$ cat src/rtl/bank_reg_pkg.sv
package bank_reg_pkg;

    // Offsets whose meaning the decoder depends on
    localparam int LCR_OFS  = 3;
    localparam int FEAT_OFS = 2;
    localparam int ENH_BIT  = 4;

    typedef enum logic {
        VIEW_CLOSED = 1'b0,
        VIEW_OPEN   = 1'b1
    } view_state_t;

    typedef enum logic [1:0] {
        TGT_STD  = 2'd0,
        TGT_FEAT = 2'd1,
        TGT_BANK = 2'd2,
        TGT_NONE = 2'd3
    } target_t;

endpackage

$ cat src/rtl/bank_view_fsm.sv
module bank_view_fsm
    import bank_reg_pkg::*;
#(
    parameter int          DW  = 8,
    parameter logic [DW-1:0] KEY = 8'hBF
) (
    input  logic          clk,
    input  logic          rst_n,
    input  logic          lcr_wr,
    input  logic [DW-1:0] wr_data,
    output logic          view_open
);

    view_state_t state_q, state_d;

    // State register
    always_ff @(posedge clk) begin
        if (!rst_n) state_q <= VIEW_CLOSED;
        else        state_q <= state_d;
    end

    // Transitions: KEY_WRITE, OTHER_WRITE, HOLD
    always_comb begin
        state_d = state_q;
        unique case (state_q)
            VIEW_CLOSED: if (lcr_wr && wr_data == KEY) state_d = VIEW_OPEN;
            VIEW_OPEN:   if (lcr_wr && wr_data != KEY) state_d = VIEW_CLOSED;
            default:     state_d = VIEW_CLOSED;
        endcase
    end

    // Outputs
    always_comb begin
        view_open = 1'b0;
        unique case (state_q)
            VIEW_CLOSED: view_open = 1'b0;
            VIEW_OPEN:   view_open = 1'b1;
            default:     view_open = 1'b0;
        endcase
    end


    key_opens_chk: assert property (@(posedge clk) disable iff (!rst_n)
        (lcr_wr && wr_data == KEY) |=> view_open);

    other_closes_chk: assert property (@(posedge clk) disable iff (!rst_n)
        (lcr_wr && wr_data != KEY) |=> !view_open);

    view_hold_chk: assert property (@(posedge clk) disable iff (!rst_n)
        !lcr_wr |=> $stable(view_open));

endmodule

$ cat src/rtl/bank_addr_decode.sv
module bank_addr_decode
    import bank_reg_pkg::*;
#(
    parameter int AW = 3,
    parameter int BW = 2,
    parameter int SW = 2
) (
    input  logic [AW-1:0] addr,
    input  logic          view_open,
    input  logic [BW-1:0] bank_sel,
    output target_t       tgt,
    output logic [BW-1:0] bank,
    output logic [SW-1:0] slot
);

    localparam logic [BW-1:0] DEAD_BANK = {BW{1'b1}};

    always_comb begin
        bank = bank_sel;
        slot = addr[SW-1:0];
        tgt  = TGT_STD;
        unique case (view_open)
            1'b0: tgt = TGT_STD;
            1'b1: begin
                if (addr == AW'(FEAT_OFS))
                    tgt = TGT_FEAT;
                else if (addr[AW-1])
                    tgt = (bank_sel == DEAD_BANK) ? TGT_NONE : TGT_BANK;
                else
                    tgt = TGT_STD;
            end
            default: tgt = TGT_STD;
        endcase
    end

endmodule

$ cat src/rtl/bank_reg_file.sv
module bank_reg_file #(
    parameter int          DW     = 8,
    parameter int          NSLOT  = 4,
    parameter int          RO_SLOT = -1,
    parameter logic [DW-1:0] RO_VAL = '0
) (
    input  logic                clk,
    input  logic                rst_n,
    input  logic [NSLOT-1:0]    slot_we,
    input  logic [DW-1:0]       wr_data,
    output logic [NSLOT*DW-1:0] regs_flat
);

    logic [DW-1:0] q [NSLOT];

    for (genvar s = 0; s < NSLOT; s++) begin : g_slot
        localparam bit IS_RO = (s == RO_SLOT);
        always_ff @(posedge clk) begin
            if (!rst_n)
                q[s] <= IS_RO ? RO_VAL : '0;
            else if (slot_we[s] && !IS_RO)
                q[s] <= wr_data;
        end
        assign regs_flat[s*DW +: DW] = q[s];
    end

    if (RO_SLOT >= 0 && RO_SLOT < NSLOT) begin : g_ro_chk

        ro_write_ignored_chk: assert property (@(posedge clk) disable iff (!rst_n)
            slot_we[RO_SLOT] |=> (regs_flat[RO_SLOT*DW +: DW] == RO_VAL));
    end

endmodule

$ cat src/rtl/banked_reg_unit.sv
module banked_reg_unit
    import bank_reg_pkg::*;
#(
    parameter int            DW    = 8,
    parameter int            AW    = 3,
    parameter logic [DW-1:0] KEY   = 8'hBF,
    parameter logic [DW-1:0] HW_ID = 8'h01
) (
    input  logic              clk,
    input  logic              rst_n,
    input  logic [AW-1:0]     addr,
    input  logic [DW-1:0]     wr_data,
    input  logic              wr_en,
    input  logic              rd_en,
    output logic [DW-1:0]     rd_data,
    output logic              view_open,
    output logic              enh_en,
    output logic [1:0]        bank_sel,
    output logic [DW-1:0]     efr_q,
    output logic [8*DW-1:0]   std_regs,
    output logic [12*DW-1:0]  bank_regs
);

    localparam int NOFS   = 1 << AW;
    localparam int BW     = 2;
    localparam int NBANK  = 1 << BW;
    localparam int SW     = AW - 1;
    localparam int NSLOT  = 1 << SW;
    localparam int NSTORE = NBANK - 1;
    localparam int ID_BANK = 2;
    localparam int ID_SLOT = 1;

    target_t         tgt;
    logic [BW-1:0]   bank;
    logic [SW-1:0]   slot;
    logic [NSLOT-1:0] slot_oh;
    logic [DW-1:0]   std_q   [NOFS];
    logic [DW-1:0]   bank_rd [NBANK];
    logic [DW-1:0]   rd_mux;
    logic [DW-1:0]   rd_q;
    logic [DW-1:0]   feat_q;

    bank_view_fsm #(.DW(DW), .KEY(KEY)) u_fsm (
        .clk       (clk),
        .rst_n     (rst_n),
        .lcr_wr    (wr_en && addr == AW'(LCR_OFS)),
        .wr_data   (wr_data),
        .view_open (view_open)
    );

    bank_addr_decode #(.AW(AW), .BW(BW), .SW(SW)) u_dec (
        .addr      (addr),
        .view_open (view_open),
        .bank_sel  (bank_sel),
        .tgt       (tgt),
        .bank      (bank),
        .slot      (slot)
    );

    assign slot_oh = NSLOT'(1) << slot;

    // Plain storage, offset 3 doubles as line control
    for (genvar i = 0; i < NOFS; i++) begin : g_std
        always_ff @(posedge clk) begin
            if (!rst_n)
                std_q[i] <= '0;
            else if (wr_en && tgt == TGT_STD && addr == AW'(i))
                std_q[i] <= wr_data;
        end
        assign std_regs[i*DW +: DW] = std_q[i];
    end

    // Feature register
    always_ff @(posedge clk) begin
        if (!rst_n)
            feat_q <= '0;
        else if (wr_en && tgt == TGT_FEAT)
            feat_q <= wr_data;
    end
    assign efr_q    = feat_q;
    assign bank_sel = feat_q[DW-1 -: BW];
    assign enh_en   = feat_q[ENH_BIT];

    // Storage banks
    for (genvar b = 0; b < NSTORE; b++) begin : g_bank
        logic [NSLOT*DW-1:0] flat;
        bank_reg_file #(
            .DW      (DW),
            .NSLOT   (NSLOT),
            .RO_SLOT ((b == ID_BANK) ? ID_SLOT : -1),
            .RO_VAL  ((b == ID_BANK) ? HW_ID : '0)
        ) u_file (
            .clk       (clk),
            .rst_n     (rst_n),
            .slot_we   ((wr_en && tgt == TGT_BANK && bank == BW'(b)) ? slot_oh : '0),
            .wr_data   (wr_data),
            .regs_flat (flat)
        );
        assign bank_regs[b*NSLOT*DW +: NSLOT*DW] = flat;
        assign bank_rd[b] = flat[slot*DW +: DW];
    end
    assign bank_rd[NBANK-1] = '0;

    // Read selection
    always_comb begin
        rd_mux = '0;
        unique case (tgt)
            TGT_STD:  rd_mux = std_q[addr];
            TGT_FEAT: rd_mux = feat_q;
            TGT_BANK: rd_mux = bank_rd[bank];
            TGT_NONE: rd_mux = '0;
            default:  rd_mux = '0;
        endcase
    end

    always_ff @(posedge clk) begin
        if (!rst_n)     rd_q <= '0;
        else if (rd_en) rd_q <= rd_mux;
    end
    assign rd_data = rd_q;


    view_matches_lcr_chk: assert property (@(posedge clk) disable iff (!rst_n)
        view_open == (std_q[LCR_OFS] == KEY));

    feat_locked_closed_chk: assert property (@(posedge clk) disable iff (!rst_n)
        !view_open |=> $stable(feat_q));

    dead_bank_write_chk: assert property (@(posedge clk) disable iff (!rst_n)
        (wr_en && tgt == TGT_NONE) |=> $stable(bank_regs));

    rd_hold_chk: assert property (@(posedge clk) disable iff (!rst_n)
        !rd_en |=> $stable(rd_data));

    bank_kept_closed_chk: assert property (@(posedge clk) disable iff (!rst_n)
        !view_open |=> $stable(bank_regs));

endmodule

$ cat config.mk
export PLATFORM = sky130hd
export DESIGN_NAME = banked_reg_unit
export DESIGN_NICKNAME = d
export VERILOG_FILES = /design/src/rtl/bank_reg_pkg.sv /design/src/rtl/bank_view_fsm.sv /design/src/rtl/bank_addr_decode.sv /design/src/rtl/bank_reg_file.sv /design/src/rtl/banked_reg_unit.sv
export SDC_FILE = /design/constraint.sdc
export NUM_CORES = 1
export LEC_CHECK = 0
export ABC_CLOCK_PERIOD_IN_PS = 3000
export BUFFER_PORTS_ARGS = -buffer_cell sky130_fd_sc_hd__buf_2
export CORE_MARGIN = 2
export CORE_UTILIZATION = 50
export CTS_BUF_LIST = sky130_fd_sc_hd__clkbuf_4
export DETAILED_ROUTE_END_ITERATION = 8
export GPL_ROUTABILITY_DRIVEN = 0
export PLACE_DENSITY = 0.75
export RECOVER_POWER = 50
export SLEW_MARGIN = 15
export SYNTH_ARGS = -nofsm -noshare
export SYNTH_HDL_FRONTEND = slang
export SYNTH_SLANG_ARGS = --single-unit
$ cat constraint.sdc
create_clock -name clk -period 3 [get_ports clk]
set_clock_uncertainty 0.05 [all_clocks]
set_input_delay 0.45 -clock clk [delete_from_list [all_inputs] [get_ports clk]]
set_output_delay 0.45 -clock clk [all_outputs]
set_load 0.05 [all_outputs]
==> run metrics <==
# IOs=195; mean routed wirelength per cell=22.7 µm; worst setup margin=515 ps; clk_lat worst skew=590 ps; Critical Path AT=2890 ps; initial antenna violation count=1; Hold Violations, Final=0; Int Power=3510 µW; CTS HTree Levels=4; count of cell types in the netlist=44; sequential area share after synthesis=61.2%; CP required=3400 ps; Seq pwr share=53.8%; # DRC=0; DRT Wirelength=23300 µm; Hold Crit Class=input pin to register; combinational share of power=16.8%; status=complete, no violations; sw frac=31.2%; Mapped Cells=613; Slowest cell on crit path=clkbuf_1; core area=0.0158 mm²; worst stage delay on the critical path=860 ps; worst-path cell chain=clkbuf_1, buf_4, and2_1, nand2_1, nor2_1, and2_1; layout cells sized above 1=14.0%; grt met1 use=35.3%; maximum VDD drop=0.241 mV; PnR Total Power=5100 µW; post-CTS setup buffer count=0; CP Max Fanout=17; most frequent cells in the layout=clkbuf_1, edfxtp_1, and2_1; clk sink count=169; first-pass GRT wire length=33300 µm; Post-synth ARST share=0%; GRT Overall Usage=27.3%; antenna-violating nets left=0; first-pass iteration count of the detailed router=9; Final setup viols=0; clk root buf=clkbuf_4; Top FF cell, synth=edfxtp_1; dpl hpwl=16500 µm; design area=0.00922 mm²; Tmin final=2480 ps; switching pwr=1590 µW; Final Max Slew Viols=0; die area=0.0171 mm²; CP most frequent cell=and2_1; register bit total from synthesis=169; RSZ-0062 raised after global routing=no; dpl cell area=0.00910 mm²; grt peak-use layer=met2; 1st-iter DRT viols=683; pwr dens=554 mW/mm²; crit share post-route=82.8%; CTS resizes=0; met2 GRT Util=44.1%; pre-CTS setup slack=417 ps; clock network power share=29.4%; Sum Neg Setup Slack=0 ps; clk slew on worst S/H paths=140 ps; via count=5976; Vias/cell=5.83; Finished Layout Cells=1025; CP endpoint kind=register; hold buffers post-CTS=0; commonest non-fill, non-tap cell in the layout=clkbuf_1; clock buffer depth=2; Post-synth EDFFs=152; Lkg Pwr=0.00326 µW; total CTS buffers=17; Starting Density=50.9%; CP Launch Type=input pin; Max Cap Viol=0; worst rel slew slack=19.4%; placed cells=992; grt ovf=0; Die W=131 µm; I/O Buffers=186; FMAX=0.402 GHz; num rows=46; vias in the first global route=5642; GR Util met3=6.92%; synthesized area=0.00802 mm²; nets=810; Top delay family on crit path=buffers and inverters; Slew @ Worst Pin=1210 ps; Crit path buffers/inverters=2; height of the die=131 µm; largest net degree at the start of global routing=34; syn avg cell area=13.1 µm²; critical path type=input pin to register; yosys warns=0; CTS tree=built; Area growth, synth to finish=14.9%
path summary, 6_finish.rpt:
| kind | startpoint | endpoint | slack [ps] | cells after the start |
|---|---|---|---|---|
| max reg2reg | efr_q[7] | g_bank[2].u_file.q[1][5] | 770 | 3 |
| min | rst_n | efr_q[0] | 190 | 2 |
| min reg2reg | efr_q[2] | efr_q[2] | 440 | 2 |
| max | addr[0] | g_bank[1].u_file.q[3][4] | 520 | 6 |
Yosys cell counts (2+ instances only):
library cell	n	area (µm²)
a21boi_0	6	45.0
and2_1	154	963
buf_6	5	56.3
nor2_1	22	82.6
buf_4	15	113
o211ai_1	16	120
nor2b_1	3	18.8
edfxtp_1	152	4560
or2_2	2	12.5
a31oi_1	6	37.5
o21ai_0	28	140
dlygate4sd1_1	2	17.5
dfxtp_1	17	340
a21oi_1	23	115
a221o_1	6	60.1
mux4_1	4	105
nand3b_1	3	22.5
clkbuf_1	22	82.6
or4_1	2	15.0
nand3_1	13	65.1
nand2b_1	8	50.1
o22ai_1	8	50.1
nand2_1	28	105
mux4_2	19	428
buf_2	8	40.0
mux2i_1	18	180
a21boi_1	3	22.5
nand4_1	2	12.5
conb_1	2	7.51
a221oi_1	2	17.5
power groups by stage:
stage          Combinational, µW  Sequential [µW]  Clock (µW)
6_report                     857             2750        1500
5_1_grt                      889             2760        1590
4_1_cts                      884             2740        1510
3_5_place_dp                 883             2790           0
3_3_place_gp                 873             2790           0
2_1_floorplan                263             3170           0
logic make-up (layout without fill, tap and decap cells):
| logic type | count (synthesis) | after routing | share of synthesized area, % |
|---|---|---|---|
| AOI/OAI and AO/OA | 101 | 101 | 7.83 |
| buffers and inverters | 57 | 246 | 4.51 |
| DFF | 169 | 169 | 61.2 |
| muxes | 41 | 41 | 8.89 |
| other | 2 | 9 | 0.0936 |
| and+or+nand+nor | 243 | 243 | 17.5 |
worst reg2reg max path, stage by stage (launching register included):
cell and delay, ps:
dfxtp_1 920, nand4_1 390, nor2_1 540, and2_1 210
flip-flops by register name (all words and copies together) (netlist names), named ones only:
name	flops
g_bank.u_file.q	88
std_q	64
efr_q	8
rd_data	8
through the flow:
stage | hold WS (ps) | utilization [%]
2_1_floorplan | 585 | -
3_3_place_gp | 419 | 57.7
3_5_place_dp | 424 | 57.7
4_1_cts | 146 | 59.8
5_1_grt | 172 | 58.4
6_report | 190 | 58.4
routing by layer:
metal,vias up,wire length [µm]
met5,-,0
met4,0,788
met3,58,2340
met2,408,11400
met1,2924,8720
li1,2586,-
cell type report:
class / instances / area (µm²)
flip-flops and latches: 169 / 4900
inverters: 2 / 7.51
clock inverters: 14 / 199
repair buffers: 212 / 930
well taps: 216 / 270
fillers: 1376 / 6550
multi-input cells: 393 / 2770
diodes: 1 / 2.50
clock buffers: 18 / 135
No activity file was read; power rests on OpenSTA's default activity.
